**src/rtl/pca_pkg.sv**
```systemverilog
package pca_pkg;
  typedef enum logic [1:0] {
    ST_IDLE = 2'd0,
    ST_ALT  = 2'd1,
    ST_MEM  = 2'd2,
    ST_WR   = 2'd3
  } pca_state_e;
endpackage

```
**src/rtl/pca_line_store.sv**
```systemverilog
module pca_line_store #(
  parameter int LINES  = 16,
  parameter int TAG_W  = 13,
  parameter int DATA_W = 32,
  localparam int IDX_W = $clog2(LINES)
) (
  input  logic              clk_i,
  input  logic              rst_ni,
  input  logic [IDX_W-1:0]  p_idx_i,
  input  logic [IDX_W-1:0]  a_idx_i,
  output logic              p_valid_o,
  output logic [TAG_W-1:0]  p_tag_o,
  output logic [DATA_W-1:0] p_data_o,
  output logic              a_valid_o,
  output logic [TAG_W-1:0]  a_tag_o,
  output logic [DATA_W-1:0] a_data_o,
  input  logic              w0_en_i,
  input  logic [IDX_W-1:0]  w0_idx_i,
  input  logic              w0_valid_i,
  input  logic [TAG_W-1:0]  w0_tag_i,
  input  logic [DATA_W-1:0] w0_data_i,
  input  logic              w1_en_i,
  input  logic [IDX_W-1:0]  w1_idx_i,
  input  logic              w1_valid_i,
  input  logic [TAG_W-1:0]  w1_tag_i,
  input  logic [DATA_W-1:0] w1_data_i
);
  logic [LINES-1:0]  valid_q;
  logic [TAG_W-1:0]  tag_q  [LINES];
  logic [DATA_W-1:0] data_q [LINES];

  always_ff @(posedge clk_i or negedge rst_ni) begin
    if (!rst_ni) begin
      valid_q <= '0;
    end else begin
      if (w0_en_i) valid_q[w0_idx_i] <= w0_valid_i;
      if (w1_en_i) valid_q[w1_idx_i] <= w1_valid_i;
    end
  end

  always_ff @(posedge clk_i) begin
    if (w0_en_i) begin
      tag_q[w0_idx_i]  <= w0_tag_i;
      data_q[w0_idx_i] <= w0_data_i;
    end
    if (w1_en_i) begin
      tag_q[w1_idx_i]  <= w1_tag_i;
      data_q[w1_idx_i] <= w1_data_i;
    end
  end

  assign p_valid_o = valid_q[p_idx_i];
  assign p_tag_o   = tag_q[p_idx_i];
  assign p_data_o  = data_q[p_idx_i];
  assign a_valid_o = valid_q[a_idx_i];
  assign a_tag_o   = tag_q[a_idx_i];
  assign a_data_o  = data_q[a_idx_i];


  dual_write_chk: assert property (@(posedge clk_i) disable iff (!rst_ni)
    (w0_en_i && w1_en_i) |-> (w0_idx_i != w1_idx_i));
endmodule

```
**src/rtl/pca_probe.sv**
```systemverilog
module pca_probe #(
  parameter int TAG_W = 13
) (
  input  logic             valid_i,
  input  logic [TAG_W-1:0] stored_tag_i,
  input  logic [TAG_W-1:0] req_tag_i,
  output logic             match_o
);
  assign match_o = valid_i && (stored_tag_i == req_tag_i);
endmodule

```
**src/rtl/pca_ctrl.sv**
```systemverilog
module pca_ctrl
  import pca_pkg::*;
#(
  parameter int ADDR_W = 16,
  parameter int DATA_W = 32,
  parameter int LINES  = 16,
  localparam int IDX_W = $clog2(LINES),
  localparam int TAG_W = ADDR_W - IDX_W + 1
) (
  input  logic              clk_i,
  input  logic              rst_ni,
  input  logic              req_i,
  input  logic              we_i,
  input  logic [ADDR_W-1:0] addr_i,
  input  logic [DATA_W-1:0] wdata_i,
  output logic              ready_o,
  output logic              rsp_valid_o,
  output logic [DATA_W-1:0] rdata_o,
  output logic              mem_req_o,
  output logic              mem_we_o,
  output logic [ADDR_W-1:0] mem_addr_o,
  output logic [DATA_W-1:0] mem_wdata_o,
  input  logic              mem_ack_i,
  input  logic [DATA_W-1:0] mem_rdata_i,
  output logic [IDX_W-1:0]  p_idx_o,
  output logic [IDX_W-1:0]  a_idx_o,
  output logic [TAG_W-1:0]  tag_o,
  input  logic              p_hit_i,
  input  logic              a_hit_i,
  input  logic              p_valid_i,
  input  logic [TAG_W-1:0]  p_tag_i,
  input  logic [DATA_W-1:0] p_data_i,
  input  logic              a_valid_i,
  input  logic [TAG_W-1:0]  a_tag_i,
  input  logic [DATA_W-1:0] a_data_i,
  output logic              w0_en_o,
  output logic [IDX_W-1:0]  w0_idx_o,
  output logic              w0_valid_o,
  output logic [TAG_W-1:0]  w0_tag_o,
  output logic [DATA_W-1:0] w0_data_o,
  output logic              w1_en_o,
  output logic [IDX_W-1:0]  w1_idx_o,
  output logic              w1_valid_o,
  output logic [TAG_W-1:0]  w1_tag_o,
  output logic [DATA_W-1:0] w1_data_o
);
  localparam logic [IDX_W-1:0] HALF_MASK = {1'b1, {(IDX_W-1){1'b0}}};

  pca_state_e        st_q, st_d;
  logic [ADDR_W-1:0] addr_q;
  logic [DATA_W-1:0] wdata_q, rdata_d;
  logic              we_q, rsp_d, accept;
  logic [ADDR_W-1:0] look_addr;

  assign ready_o   = (st_q == ST_IDLE);
  assign accept    = ready_o && req_i;
  // idle looks at the live request, later states at the captured one
  assign look_addr = ready_o ? addr_i : addr_q;
  assign p_idx_o   = look_addr[IDX_W-1:0];
  assign a_idx_o   = look_addr[IDX_W-1:0] ^ HALF_MASK;
  assign tag_o     = look_addr[ADDR_W-1:IDX_W-1];

  assign mem_req_o   = (st_q == ST_MEM) || (st_q == ST_WR);
  assign mem_we_o    = (st_q == ST_WR);
  assign mem_addr_o  = addr_q;
  assign mem_wdata_o = wdata_q;

  always_comb begin
    st_d       = st_q;
    rsp_d      = 1'b0;
    rdata_d    = rdata_o;
    w0_en_o    = 1'b0;
    w0_idx_o   = p_idx_o;
    w0_valid_o = 1'b1;
    w0_tag_o   = tag_o;
    w0_data_o  = wdata_i;
    w1_en_o    = 1'b0;
    w1_idx_o   = a_idx_o;
    w1_valid_o = p_valid_i;
    w1_tag_o   = p_tag_i;
    w1_data_o  = p_data_i;
    unique case (st_q)
      ST_IDLE: begin
        if (req_i) begin
          if (p_hit_i) begin
            if (we_i) begin
              w0_en_o = 1'b1;
              st_d    = ST_WR;
            end else begin
              rsp_d   = 1'b1;
              rdata_d = p_data_i;
            end
          end else begin
            st_d = ST_ALT;
          end
        end
      end
      ST_ALT: begin
        if (a_hit_i) begin
          // exchange the pair; the found block moves home
          w0_en_o    = 1'b1;
          w0_valid_o = a_valid_i;
          w0_tag_o   = a_tag_i;
          w0_data_o  = we_q ? wdata_q : a_data_i;
          w1_en_o    = 1'b1;
          if (we_q) begin
            st_d = ST_WR;
          end else begin
            rsp_d   = 1'b1;
            rdata_d = a_data_i;
            st_d    = ST_IDLE;
          end
        end else begin
          st_d = we_q ? ST_WR : ST_MEM;
        end
      end
      ST_MEM: begin
        if (mem_ack_i) begin
          w0_en_o   = 1'b1;
          w0_data_o = mem_rdata_i;
          w1_en_o   = p_valid_i;
          rsp_d     = 1'b1;
          rdata_d   = mem_rdata_i;
          st_d      = ST_IDLE;
        end
      end
      ST_WR: begin
        if (mem_ack_i) begin
          rsp_d = 1'b1;
          st_d  = ST_IDLE;
        end
      end
      default: st_d = ST_IDLE;
    endcase
  end

  always_ff @(posedge clk_i or negedge rst_ni) begin
    if (!rst_ni) begin
      st_q        <= ST_IDLE;
      addr_q      <= '0;
      wdata_q     <= '0;
      we_q        <= 1'b0;
      rsp_valid_o <= 1'b0;
      rdata_o     <= '0;
    end else begin
      st_q        <= st_d;
      rsp_valid_o <= rsp_d;
      rdata_o     <= rdata_d;
      if (accept) begin
        addr_q  <= addr_i;
        wdata_q <= wdata_i;
        we_q    <= we_i;
      end
    end
  end


  hit_latency_chk: assert property (@(posedge clk_i) disable iff (!rst_ni)
    (accept && p_hit_i && !we_i) |=> rsp_valid_o);

  pseudo_latency_chk: assert property (@(posedge clk_i) disable iff (!rst_ni)
    (st_q == ST_ALT && a_hit_i && !we_q) |=> rsp_valid_o);

  fetch_after_probe_chk: assert property (@(posedge clk_i) disable iff (!rst_ni)
    ($rose(mem_req_o) && !mem_we_o) |-> $past(st_q == ST_ALT && !a_hit_i));

  miss_rsp_chk: assert property (@(posedge clk_i) disable iff (!rst_ni)
    (mem_req_o && mem_ack_i) |=> rsp_valid_o);

  hold_req_chk: assert property (@(posedge clk_i) disable iff (!rst_ni)
    (mem_req_o && !mem_ack_i) |=> (mem_req_o && $stable(mem_addr_o) && $stable(mem_we_o)));

  busy_chk: assert property (@(posedge clk_i) disable iff (!rst_ni)
    rsp_valid_o |-> ready_o);
endmodule

```
**src/rtl/pseudo_assoc_cache.sv**
```systemverilog
module pseudo_assoc_cache #(
  parameter int ADDR_W = 16,
  parameter int DATA_W = 32,
  parameter int LINES  = 16,
  localparam int IDX_W = $clog2(LINES),
  localparam int TAG_W = ADDR_W - IDX_W + 1
) (
  input  logic              clk_i,
  input  logic              rst_ni,
  input  logic              req_i,
  input  logic              we_i,
  input  logic [ADDR_W-1:0] addr_i,
  input  logic [DATA_W-1:0] wdata_i,
  output logic              ready_o,
  output logic              rsp_valid_o,
  output logic [DATA_W-1:0] rdata_o,
  output logic              mem_req_o,
  output logic              mem_we_o,
  output logic [ADDR_W-1:0] mem_addr_o,
  output logic [DATA_W-1:0] mem_wdata_o,
  input  logic              mem_ack_i,
  input  logic [DATA_W-1:0] mem_rdata_i
);
  logic [IDX_W-1:0]  p_idx, a_idx, w0_idx, w1_idx;
  logic [TAG_W-1:0]  req_tag, p_tag, a_tag, w0_tag, w1_tag;
  logic [DATA_W-1:0] p_data, a_data, w0_data, w1_data;
  logic              p_valid, a_valid, p_hit, a_hit;
  logic              w0_en, w0_valid, w1_en, w1_valid;

  pca_line_store #(.LINES(LINES), .TAG_W(TAG_W), .DATA_W(DATA_W)) i_store (
    .clk_i, .rst_ni,
    .p_idx_i(p_idx), .a_idx_i(a_idx),
    .p_valid_o(p_valid), .p_tag_o(p_tag), .p_data_o(p_data),
    .a_valid_o(a_valid), .a_tag_o(a_tag), .a_data_o(a_data),
    .w0_en_i(w0_en), .w0_idx_i(w0_idx), .w0_valid_i(w0_valid), .w0_tag_i(w0_tag), .w0_data_i(w0_data),
    .w1_en_i(w1_en), .w1_idx_i(w1_idx), .w1_valid_i(w1_valid), .w1_tag_i(w1_tag), .w1_data_i(w1_data)
  );

  pca_probe #(.TAG_W(TAG_W)) i_probe_home (
    .valid_i(p_valid), .stored_tag_i(p_tag), .req_tag_i(req_tag), .match_o(p_hit)
  );

  pca_probe #(.TAG_W(TAG_W)) i_probe_backup (
    .valid_i(a_valid), .stored_tag_i(a_tag), .req_tag_i(req_tag), .match_o(a_hit)
  );

  pca_ctrl #(.ADDR_W(ADDR_W), .DATA_W(DATA_W), .LINES(LINES)) i_ctrl (
    .clk_i, .rst_ni, .req_i, .we_i, .addr_i, .wdata_i,
    .ready_o, .rsp_valid_o, .rdata_o,
    .mem_req_o, .mem_we_o, .mem_addr_o, .mem_wdata_o, .mem_ack_i, .mem_rdata_i,
    .p_idx_o(p_idx), .a_idx_o(a_idx), .tag_o(req_tag),
    .p_hit_i(p_hit), .a_hit_i(a_hit),
    .p_valid_i(p_valid), .p_tag_i(p_tag), .p_data_i(p_data),
    .a_valid_i(a_valid), .a_tag_i(a_tag), .a_data_i(a_data),
    .w0_en_o(w0_en), .w0_idx_o(w0_idx), .w0_valid_o(w0_valid), .w0_tag_o(w0_tag), .w0_data_o(w0_data),
    .w1_en_o(w1_en), .w1_idx_o(w1_idx), .w1_valid_o(w1_valid), .w1_tag_o(w1_tag), .w1_data_o(w1_data)
  );
endmodule

```
**config.mk**
```make
export PLATFORM = sky130hd
export DESIGN_NAME = pseudo_assoc_cache
export DESIGN_NICKNAME = d
export VERILOG_FILES = /design/src/rtl/pca_pkg.sv /design/src/rtl/pca_line_store.sv /design/src/rtl/pca_probe.sv /design/src/rtl/pca_ctrl.sv /design/src/rtl/pseudo_assoc_cache.sv
export SDC_FILE = /design/constraint.sdc
export NUM_CORES = 2
export LEC_CHECK = 0
export BUFFER_PORTS_ARGS = -buffer_cell sky130_fd_sc_hd__buf_4
export CORE_MARGIN = 3
export CORE_UTILIZATION = 65
export CTS_CLUSTER_DIAMETER = 50
export DETAILED_ROUTE_END_ITERATION = 8
export PLACE_DENSITY_LB_ADDON = 0.12
export SLEW_MARGIN = 25
export SYNTH_ARGS = -nofsm -noshare
export SYNTH_HDL_FRONTEND = slang
export SYNTH_SLANG_ARGS = --single-unit
```
**constraint.sdc**
```tcl
create_clock -name clk_i -period 9.1 [get_ports clk_i]
set_clock_uncertainty 0.2 [all_clocks]
set_input_delay 1.365 -clock clk_i [delete_from_list [all_inputs] [get_ports clk_i]]
set_output_delay 1.365 -clock clk_i [all_outputs]
set_load 0.005 [all_outputs]
```
======== Yosys cells after proc, flatten, opt, wreduce, memory -nomap -nowiden ========
Memory sizes are Yosys's and may differ from the RTL's.
Cells that the tools add are included.
W data, S select, Z words.
word-level totals
  bits in registers ....................... 100
  latch bits .............................. 0
  RAM bits ................................ 720
  ROM bits ................................ 0
  input port bits ......................... 85
  output and inout bits ................... 84
  logic and storage cells ................. 92
  memories ................................ 2
memory list
  name            depth  bits a word  read ports  clocked after Yosys merged registers in  wr ports  line                  text
  i_store.data_q  16     32           2           0                                        2         pca_line_store.sv:30  logic [DATA_W-1:0] data_q [LINES];
  i_store.tag_q   16     13           2           0                                        2         pca_line_store.sv:29  logic [TAG_W-1:0] tag_q [LINES];
cells by class
  add/sub/neg operators ................... 0
  $mul .................................... 0
  divide/modulo/power cells ............... 0
  order comparisons ....................... 4
  equality and inequality tests ........... 13
  shift-type cells ........................ 0
  muxes and demuxes ....................... 54
  bitwise operators ....................... 1
  reductions and logical operators ........ 11
operators with widths
  kind                  count
  $mux W32              9
  $pmux W32 S3          1
  $pmux W32 S2          1
  $mux W16              3
  $bwmux W16            2
  $eq A13 B13 Y1        2
  $mux W13              2
  $mux W1               22
  $mux W2               6
  $ne A2 B2 Y1 const B  6
  $lt A4 B5 Y1 const B  2
  $bmux W1 S4           2
  $demux W1 S4          2
  $ge A4 B1 Y1 const B  2
  $reduce_and A7 Y1     1
  $pmux W1 S3           2
  $pmux W2 S3           1
  $logic_and A1 B1 Y1   5
  $eq A2 B2 Y1 const B  2
  $ne A3 B3 Y1 const B  1
  $reduce_and A3 Y1     1
  $reduce_bool A3 Y1    1
  $eq A2 B1 Y1 const B  1
  $logic_not A2 Y1      1
  other kinds (5)       5

======== Depth between registers and ports, before layout ========
  word-level depth ........................ 12
  depth in mapped cells ................... 20
  depth with buffers taken out ............ 13

======== Modules after synthesis ========
A second synthesis with hierarchy kept.
second synthesis, totals
  cells, all modules ...................... 3131
  area, all modules ....................... 48390.2 µm²
modules (own cells, without submodules)
  module          times used  cells an instance  area an instance (µm²)  sequential area each (µm²)
  pca_line_store  1           2534               42323.1                 22021.1
  pca_ctrl        1           561                5769.3                  2102.0
  pca_probe       2           18                 148.9                   0.0

======== Worst setup path after synthesis ========
No wires, ideal clock.
  path type ............................... input-to-reg
  start point ............................. input port addr_i[0]
  end point ............................... memory i_store.data_q[12][0] (enable)
  setup time .............................. 0.407 ns
  arrival time ............................ 5.432 ns
  required time ........................... 8.493 ns
  setup slack ............................. 3.061 ns
  stages .................................. 14
  buffers on the path ..................... 3
  cells stage by stage .................... buf_2 nand3_1 and2_1 buf_4 o21ai_0 o22ai_2 xnor2_1 or4_4 a21bo_2 nor4_4 buf_6 a221oi_2 o22ai_2 and2_1
RTL lines
  item             line                      text
  start, declared  pseudo_assoc_cache.sv:12  input logic [ADDR_W-1:0] addr_i,
  end, declared    pca_line_store.sv:30

==> impl_metrics.tcl <==
set metrics [dict create \
    status "finished with violations" \
    violations "design-rule violations" \
    antenna_found_initial 1 \
    setup_tns_ps 0 \
    final_nets 3748 \
    clock-root-buffer "clkbuf_16" \
    grt_pass1_wl_um 225600 \
    die_y_um 269.9 \
    r2r-start "i_ctrl.st_q[1]" \
    clkTransAtPathRegs_ps 60 \
    cap_violations 0 \
    grt_usage_pct 42.02 \
    fmax_mhz 134.4 \
    ys_ff_latch 820 \
    worstSetupPathType "flip-flop to flip-flop" \
    pre_cts_ws_ps 1384 \
    setup_viol 0 \
    portBuffers 168 \
    route.detailed.drc 4 \
    cts_resized 0 \
    cp-end-kind "flip-flop" \
    synth.avg_cell_area_sq_um 12.40 \
    rsz0062_at_grt "false" \
    hold_depth 1 \
    synth_cell_types 95 \
    syn_inst 3651 \
    ff2ff_path_depth 15 \
    drv_slew 0 \
    finalCriticalPeriod_ps 7439 \
    synth-edff-count 720 \
    holdPathEnd "i_ctrl.rdata_o[9]" \
    num_rows 96 \
    first_iter_violations 5048 \
    crit_path_max_fanout 50 \
    boundaryPins 169 \
    arrival_ps 7530 \
    synthArstFlopShare_pct 12.20 \
    final_core_util_pct 73.26 \
    synthFlopType "edfxtp_1" \
    synth-compound-area-share_pct 11.32 \
    grt_pass1_vias 33580 \
    r2r-end "i_store.tag_q[12][1]" \
    hold_viol_final 0 \
    ys_warn_count 0 \
    max-vdd-ir-drop_uv 322.4 \
    fp.dieW_um 269.9 \
    htreeDepth 3 \
    drtPass1Iterations 9 \
    insertion_delay_ps 670 \
    drtAntennaViolNets 0 \
    grt_max_degree 108 \
    post-route-period-util_pct 81.75 \
    r2r_slack_ps 1660 \
    max_slew_margin_pct 27.12 \
    synthMuxAreaShare_pct 23.24 \
    most-common-layout-cells "720 x edfxtp_1, 671 x mux2i_1, 420 x nand2_1, 274 x o21ai_0, 271 x buf_4" \
    crit_chain "inv_1, ha_4, buf_4, nand3_1, and2_1, o221ai_1, o22a_1, and4_1, o221ai_1, and4bb_2, and3_1, o21ai_0, o22ai_2, and2_2, buf_4" \
    synth_fa_ha_area_share_pct 0.1106 \
    clock_power_share_pct 19.0 \
    via_per_inst 7.256 \
    synth_top_family_by_area "multiplexers" \
    dp_hpwl_um 95850 \
    synth_fp_nets 3740 \
    totalPowerFinal_mw 20.34 \
    via_count 33920 \
    initial_utilization_pct 65.75 \
    final_cell_count_no_fill 4675 \
    post_cts_buffers 0 \
    hold_ws_ps 306.3 \
    seq_area_frac_synth_pct 53.31 \
    drive_gt1_share_pct 21.27 \
    design_area_sq_mm 0.05042 \
    cts_hold_buf 0 \
    synth_xor_area_share_pct 0.2322 \
    worstSetupStartpoint "i_ctrl.st_q[1]" \
    synthSimpleGateAreaFrac_pct 7.437 \
    numCtsBuffers 97 \
    wirelength_um 154900 \
    tightest_slew_ps 1093 \
    die_area_sq_mm 0.07282 \
    comb_power_share_pct 54.9 \
    p_seq_share_pct 26.2 \
    leakage_nw 21.22 \
    cts_tree "yes" \
    setup_ws_ps 1661 \
    p_sw_mw 9.240 \
    cpPeakStageDelay_ps 640 \
    place.gp.congestion 1.020 \
    place_area_sq_mm 0.04718 \
    wire_per_inst_um 33.13 \
    dp.cells 4490 \
    core_sq_mm 0.06883 \
    crit_slowest_cell "ha_4" \
    clk_path_buf_depth 3 \
    worstHoldStart "i_ctrl.rdata_o[9]" \
    hp-class "flip-flop to flip-flop" \
    critPathLaunchType "flip-flop" \
    syn_to_final_growth_pct 11.42 \
    final_common_cell "edfxtp_1" \
    netlist_area_sq_mm 0.04525 \
    p_per_area_mw_per_mm2 403.4 \
    p_sw_share_pct 45.42 \
    internal-power_mw 11.10 \
    required_ps 9190 \
    grt_overflow 0 \
    numClockSinks 820 \
]
-- critical path, delay by kind of cell, from the launching register on --
family | cells | cell delay, ps
simple gates | 6 | 2740
fa+ha+maj | 1 | 640
buf+inv | 3 | 1190
compound gates | 5 | 1770
flops | 1 | 420
-- cell families (layout without fill, tap and decap cells) --
family	count (synthesis)	after routing
AOI/OAI and AO/OA	757	757
muxes	894	894
xor gates and xnor gates	12	12
other	0	2
buffers and inverters	427	518
and+or+nand+nor	737	737
DFF	820	820
adders and majority gates	4	4
-- worst max-delay path by stage --
stage               slack [ps]                     to
CTS                       1750  i_store.data_q[9][18]
floorplan                 3060  i_store.data_q[12][0]
detailed placement        1380  i_store.data_q[9][30]
global placement          1570  i_store.data_q[9][16]
global route              1550   i_store.tag_q[12][2]
finish                    1660   i_store.tag_q[12][1]
-- power groups by stage --
stage / logic, mW / clock network [mW] / registers, mW
after floorplan: 7.20 / 0 / 5.34
after global placement: 10.4 / 0 / 5.37
after detailed placement: 10.7 / 0 / 5.39
after CTS: 10.8 / 3.86 / 5.31
after global routing: 11.8 / 4.02 / 5.35
final: 11.2 / 3.86 / 5.32
-- layout make-up --
type                            instances  area [sq um]
Antenna cell                            2         5.005
Clock buffer                          120          2576
Clock inverter                         62         599.3
Fill cell                            4543         18400
Inverter                               53         198.9
Multi-Input combinational cell       2404         19460
Sequential cell                       820         24130
Tap cell                              931          1165
Timing Repair Buffer                  283          2290
-- flip-flops by register name (all words and copies together), names as in the netlist --
signal,flops
i_ctrl.rsp_valid_o,1
i_store.valid_q,16
i_store.tag_q,208
i_store.data_q,512
i_ctrl.st_q,2
i_ctrl.we_q,1
i_ctrl.rdata_o,32
i_ctrl.mem_wdata_o,32
i_ctrl.mem_addr_o,16
-- synthesized netlist by cell type (10+ instances only) --
| master | count | share of area, % |
|---|---|---|
| a222oi_1 | 18 | 0.40 |
| inv_1 | 46 | 0.38 |
| mux4_2 | 115 | 5.7 |
| buf_4 | 23 | 0.38 |
| o221ai_1 | 28 | 0.54 |
| o221a_2 | 23 | 0.57 |
| nor3_1 | 34 | 0.38 |
| nor2_1 | 112 | 0.93 |
| o21ai_0 | 279 | 3.1 |
| a21oi_1 | 163 | 1.8 |
| nand2b_1 | 13 | 0.18 |
| nand3_1 | 17 | 0.19 |
| nand2_1 | 421 | 3.5 |
| edfxtp_1 | 720 | 48 |
| xnor2_1 | 10 | 0.19 |
| mux2_2 | 102 | 2.5 |
| and2_1 | 24 | 0.33 |
| clkbuf_1 | 181 | 1.5 |
| o211ai_1 | 16 | 0.27 |
| o21a_1 | 21 | 0.35 |
| a211oi_4 | 15 | 0.66 |
| nor3b_1 | 21 | 0.35 |
| buf_1 | 27 | 0.22 |
| buf_6 | 17 | 0.42 |
| buf_2 | 124 | 1.4 |
| and3_1 | 33 | 0.46 |
| dfrtp_1 | 100 | 5.5 |
| o22ai_1 | 41 | 0.57 |
| mux2i_1 | 677 | 15 |
-- routing by layer --
layer	part of all wire (%)	up-vias	global-route usage, %
li1	-	13930	-
met1	36	16720	56.87
met2	45	2711	64.22
met3	13	567	9.479
met4	5.9	2	22.01
met5	0.0084	-	0
No activity file was read; power rests on OpenSTA's default activity.
